`config.mk`:
```
export PLATFORM = sky130hd
export DESIGN_NAME = ep_retry_ctrl
export DESIGN_NICKNAME = d
export VERILOG_FILES = /design/src/rtl/erc_pkg.sv /design/src/rtl/erc_snapshot.sv /design/src/rtl/erc_fsm.sv /design/src/rtl/ep_retry_ctrl.sv
export SDC_FILE = /design/constraint.sdc
export NUM_CORES = 1
export LEC_CHECK = 0
export CORE_MARGIN = 3
export CORE_UTILIZATION = 37
export DETAILED_ROUTE_END_ITERATION = 8
export PLACE_DENSITY_LB_ADDON = 0.15
export SETUP_SLACK_MARGIN = 0.3
export SYNTH_ARGS = -nofsm -noshare
export SYNTH_HDL_FRONTEND = slang
export SYNTH_HIERARCHICAL = 1
export SYNTH_SLANG_ARGS = --single-unit
```
`constraint.sdc`:
```
create_clock -name clk -period 1.35 [get_ports clk]
set_input_delay 0.2025 -clock clk [delete_from_list [all_inputs] [get_ports clk]]
set_output_delay 0.2025 -clock clk [all_outputs]
set_load 0.01 [all_outputs]
```
`src/rtl/erc_pkg.sv`:
```
package erc_pkg;
    typedef enum logic [2:0] {
        ST_IDLE,
        ST_IN_PKT,
        ST_OUT_PKT,
        ST_COMMIT,
        ST_REWIND,
        ST_DISCARD,
        ST_REPORT
    } erc_state_t;
endpackage

```
`src/rtl/erc_snapshot.sv`:
```
module erc_snapshot #(
    parameter int PTR_W = 6,
    parameter int EP_W  = 3
) (
    input  logic             clk,
    input  logic             rst_n,
    input  logic             capture,
    input  logic [PTR_W-1:0] ptr_in,
    input  logic [EP_W-1:0]  ep_in,
    input  logic             iso_in,
    output logic [PTR_W-1:0] ptr_q,
    output logic [EP_W-1:0]  ep_q,
    output logic             iso_q
);
    always_ff @(posedge clk) begin
        if (!rst_n) begin
            ptr_q <= '0;
            ep_q  <= '0;
            iso_q <= 1'b0;
        end else if (capture) begin
            ptr_q <= ptr_in;
            ep_q  <= ep_in;
            iso_q <= iso_in;
        end
    end
endmodule

```
`src/rtl/erc_fsm.sv`:
```
module erc_fsm
    import erc_pkg::*;
(
    input  logic clk,
    input  logic rst_n,
    input  logic start,
    input  logic is_in,
    input  logic ok,
    input  logic err,
    input  logic retry_en,
    input  logic iso_saved,
    output logic capture,
    output logic do_rewind,
    output logic do_discard,
    output logic do_commit,
    output logic rep_ok,
    output logic rep_err
);
    erc_state_t state, state_nx;
    logic       may_retry;

    assign may_retry = retry_en && !iso_saved;

    always_ff @(posedge clk) begin
        if (!rst_n) state <= ST_IDLE;
        else        state <= state_nx;
    end

    always_comb begin
        state_nx = state;
        unique case (state)
            ST_IDLE: begin
                if (start) state_nx = is_in ? ST_IN_PKT : ST_OUT_PKT;
            end
            ST_IN_PKT: begin
                if (err)     state_nx = may_retry ? ST_REWIND : ST_REPORT;
                else if (ok) state_nx = ST_COMMIT;
            end
            ST_OUT_PKT: begin
                if (err)     state_nx = may_retry ? ST_DISCARD : ST_REPORT;
                else if (ok) state_nx = ST_COMMIT;
            end
            ST_COMMIT, ST_REWIND, ST_DISCARD, ST_REPORT: state_nx = ST_IDLE;
            default: state_nx = ST_IDLE;
        endcase
    end

    always_comb begin
        capture    = 1'b0;
        do_rewind  = 1'b0;
        do_discard = 1'b0;
        do_commit  = 1'b0;
        rep_ok     = 1'b0;
        rep_err    = 1'b0;
        unique case (state)
            ST_IDLE:    capture = start;
            ST_COMMIT:  begin do_commit = 1'b1; rep_ok = 1'b1; end
            ST_REWIND:  do_rewind = 1'b1;
            ST_DISCARD: do_discard = 1'b1;
            ST_REPORT:  begin do_commit = 1'b1; rep_err = 1'b1; end
            default: ;
        endcase
    end
endmodule

```
`src/rtl/ep_retry_ctrl.sv`:
```
module ep_retry_ctrl #(
    parameter int PTR_W = 6,
    parameter int EP_W  = 3
) (
    input  logic             clk,
    input  logic             rst_n,
    input  logic             retry_en,
    input  logic             pkt_start,
    input  logic             dir_in,
    input  logic [EP_W-1:0]  ep_sel,
    input  logic             ep_iso,
    input  logic [PTR_W-1:0] fifo_ptr,
    input  logic             txn_ok,
    input  logic             txn_err,
    output logic [EP_W-1:0]  act_ep,
    output logic [PTR_W-1:0] restore_ptr,
    output logic             in_rewind,
    output logic             out_discard,
    output logic             pkt_commit,
    output logic             status_ok,
    output logic             status_err
);
    logic capture;
    logic iso_saved;

    erc_fsm u_fsm (
        .clk       (clk),
        .rst_n     (rst_n),
        .start     (pkt_start),
        .is_in     (dir_in),
        .ok        (txn_ok),
        .err       (txn_err),
        .retry_en  (retry_en),
        .iso_saved (iso_saved),
        .capture   (capture),
        .do_rewind (in_rewind),
        .do_discard(out_discard),
        .do_commit (pkt_commit),
        .rep_ok    (status_ok),
        .rep_err   (status_err)
    );

    erc_snapshot #(.PTR_W(PTR_W), .EP_W(EP_W)) u_snap (
        .clk    (clk),
        .rst_n  (rst_n),
        .capture(capture),
        .ptr_in (fifo_ptr),
        .ep_in  (ep_sel),
        .iso_in (ep_iso),
        .ptr_q  (restore_ptr),
        .ep_q   (act_ep),
        .iso_q  (iso_saved)
    );
endmodule

```
* Yosys cells after proc, flatten, opt, wreduce, memory -nomap -nowiden
Cells that the tools add are included.
** Operators by class
- Eq/ne operators :: 7
- Muxes and demuxes :: 14
- Reductions and logical operators :: 4
** Operators by type and width (count)
- 3-bit 2-to-1 mux :: 4
- 3-bit == test, second input constant :: 3
- 3-bit case mux with 3 select lines :: 1
- 3-bit by 2-bit == test with 1-bit output, second input constant :: 2
- 1-bit 2-to-1 mux :: 6
- 2-bit 2-to-1 mux :: 3
- 3-bit by 1-bit == test with 1-bit output, second input constant :: 1
- 3-bit logical NOT :: 1
- 2-bit inequality test, second input constant :: 1
- 2-bit OR reduction :: 1
- 1-bit logical AND :: 1
- 1-bit logical NOT :: 1
** Storage, ports and cells
- Register bits :: 13
- Input bits :: 17
- Logic and storage cells :: 29

* Depth between registers and ports, before layout
- Word-level depth :: 5
- Gate-level depth with buffers :: 6

* By module
Netlist, hierarchy kept.
** Modules (own cells, without submodules)
- erc_snapshot :: times used 1, cells an instance 31, area each 374.1 um2, sequential area each 200.2 um2
- erc_fsm :: times used 1, cells an instance 30, area each 222.7 um2, sequential area each 60.1 um2

* Worst setup path after synthesis
Ideal clock, no wire load.
- Path kind :: reg-to-output
- From :: register u_fsm.state[1]
- To :: output pkt_commit
- Arrival :: 0.968 ns
- Required time :: 1.148 ns
- Path slack :: 0.179 ns
- Cell stages (with the launch flop) :: 4
- Path buffers :: 0
- Cell sequence :: dfxtp_1 inv_2 nor3_1 or2_1
** Between the ends
- Longest elaborated chain between the ends :: 3
- Elaborated cells on any way between the ends :: 4
- Those cells by class :: eq/ne (2); mux (1); reduce/logical (1)
** Ends and longest elaborated chain
- start: declaration :: line erc_fsm.sv:19 : erc_state_t state, state_nx;
- start signal: assignment :: line erc_fsm.sv:26 : else state <= state_nx;
- 3-bit by 2-bit == test with 1-bit output / 3-bit == test (equally long branches) :: line erc_fsm.sv:55 : unique case (state)
- 2-bit OR reduction (no line) (*)
- 1-bit 2-to-1 mux (*) :: line erc_fsm.sv:55
- end: declaration :: line ep_retry_ctrl.sv:19 : output logic pkt_commit,
Every way passes the cells marked *; elsewhere a longest branch is shown, timed or not.

* Worst setup path in the final report
Same ends and word-level chain as after synthesis.

==> results.cfg <==
[die]
num_rows = 13
io_pins = 31
die_w_um = 46.2
core_area_sq_um = 1400
die_y_um = 46.2
start_util = 0.427
dieArea_sq_um = 2130

[clocking]
cts_num_sinks = 13
cts_tree = done
clockBufferDepth = 2
clkLatencyLatePin_ns = 0.27
htree_levels = 1
cts_buffers = 3
clk_pin_slew_worst_paths_ns = 0.07
cts_root_buffer = clkbuf_4
holdBufCountCts = 0

[route]
routed_wl_mm = 1.56
routed_via_density = 4.65
drt-pass1-iter-count = 4
post_drt_wl_per_cell_um = 12.7
drtIter0Drc = 3
drtAntennaViolNets = 0
post-route-drc-count = 0
route.vias.total = 572

[min_path]
hp-class = register to register

[sta]
finalWorstSetupSlack_ns = -0.0523
layout_min_cycle_time_ns = 1.40
period_share = 1.04
tns_ns = -0.0762
hold_viol_final = 0
worst_slew_pin_slew_ns = 0.243
finalSetupViolCount = 2
slew_headroom = 0.838
report.final.slew_viol_count = 0
hold_ws_ns = 0.510
fmaxAchievable_mhz = 713
finClkSkew_ns = 0.00660
rsz0062_at_grt = yes

[global_route]
grt_max_degree = 11
grt_pass1_wl_mm = 2.48
grt_usage = 0.164
antenna_found_initial = 0
overflow = 0
grt_pass1_vias = 577

[setup_path]
endpoint_kind = output pin
path_max_fanout = 4
start_kind = register
critical_path_arrival_ns = 1.20
worstPathRequired_ns = 1.15
worstSetupPathType = register to output pin

[place]
dp_hpwl_mm = 1.06
post_dp_cell_area_sq_um = 1000
routabilityCongestion = 0.872
dp_cells = 117
io_buffers = 30

[synthesis]
synth_nets = 78
synth_seq_cells = 13
postSynthAreaPerCell_sq_um = 9.78
synth.cell_area_sq_um = 597
netlist_instances = 61
yosysWarnings = 6
ys_types = 21
seq_area_frac_synth = 0.436

[final_layout]
layout-drive-gt1-share = 0.454
diodes = 0
nets = 126
final_core_utilization = 0.751
layout_common_cells = clkdlybuf4s50_1 (16), buf_4 (12), nor2b_1 (10), buf_2 (9), mux2i_1 (9)
design_area_sq_um = 1050
area.growth.synth_to_final_pct = 76.1
final_common_cell = clkdlybuf4s50_1
layout.cells.non_filler = 123

[flow_run]
maxCapViolCount = 0

[run_status]
status = complete, but fails checks
violations = negative setup slack

[pwr]
power.leakage_nw = 0.463
power.density_nw_per_um2 = 951
ir_drop_mv = 0.607
[cells by family (layout without fill, tap and decap cells)]
family | count (synthesis) | count (layout) | share of synthesized area
simple gates | 26 | 26 | 0.262
flops | 13 | 13 | 0.436
mux | 10 | 10 | 0.168
compound gates | 8 | 8 | 0.0964
buf+inv | 4 | 51 | 0.0377
[critical path, stage by stage (launching register included)]
cell and delay, ns:
dfxtp_2 0.34, nor2b_4 0.12, and2_4 0.14, or2_1 0.19, buf_2 0.14
[layout make-up]
cell class | count | area (sq um)
Timing Repair Buffer | 44 | 365
Multi-Input combinational cell | 44 | 357
Fill cell | 103 | 348
Sequential cell | 13 | 273
Clock buffer | 4 | 26.3
Tap cell | 15 | 18.8
Inverter | 3 | 11.3
[worst paths after layout]
path	start	slack (ns)	cells after the start	endpoint
max	u_fsm/state[1]	-0.05	4	pkt_commit
min reg2reg	u_snap/ptr_q[1]	0.51	2	u_snap/ptr_q[1]
max reg2reg	u_fsm/state[1]	0.03	7	u_snap/ep_q[1]
min	u_snap/ptr_q[1]	0.51	2	u_snap/ptr_q[1]
[synthesized netlist by cell type]
cell	number	area, sq um
nor3_1	1	5.00
nor2_1	3	11.3
o21ai_1	1	5.00
inv_2	1	3.75
inv_1	2	7.51
o22ai_1	1	6.26
or2_1	1	6.26
nand2b_2	1	8.76
buf_6	1	11.3
nand3b_1	1	7.51
nand2_1	2	7.51
o21bai_1	1	7.51
o211ai_1	3	22.5
o41a_1	1	11.3
and2_1	3	18.8
mux2i_1	10	100
or3_1	1	6.26
dfxtp_1	13	260
a21oi_1	1	5.00
and2b_4	1	10.0
nor2b_1	12	75.1
[what timing repair did]
item | CTS | global route
setup buffers | 2 | 0
pin swaps | 5 | 2
setup endpoints to repair | 26 | 25
gates resized for setup | 56 | 12
[stage by stage]
stage | power [W] | worst slack (ns)
after CTS | 0.00101 | -0.0606
after global routing | 0.00106 | -0.121
after global placement | 0.000735 | -0.105
after detailed placement | 0.000740 | -0.120
after floorplan | 0.000581 | 0.235
final | 0.00100 | -0.0523
[state kept, by name (all words and copies together), names as in the netlist]
signal and flops:
u_snap/ptr_q 6, u_fsm/state 3, u_snap/iso_q 1, u_snap/ep_q 3
[power breakdown]
group          leakage, nW  total (W)  switching (W)  internal (W)
Combinational        0.338   0.000315       0.000123      0.000192
Clock               0.0150   0.000242       0.000127      0.000114
Sequential           0.110   0.000443      0.0000231      0.000420
[layer usage]
layer | track usage | vias up | wire length [um]
met4 | 0.0852 | 0 | 12
met3 | 0.0469 | 2 | 122
met2 | 0.269 | 23 | 779
met1 | 0.190 | 245 | 648
met5 | 0 | - | 0
li1 | - | 302 | -
Power figures use the tool's default switching activity.
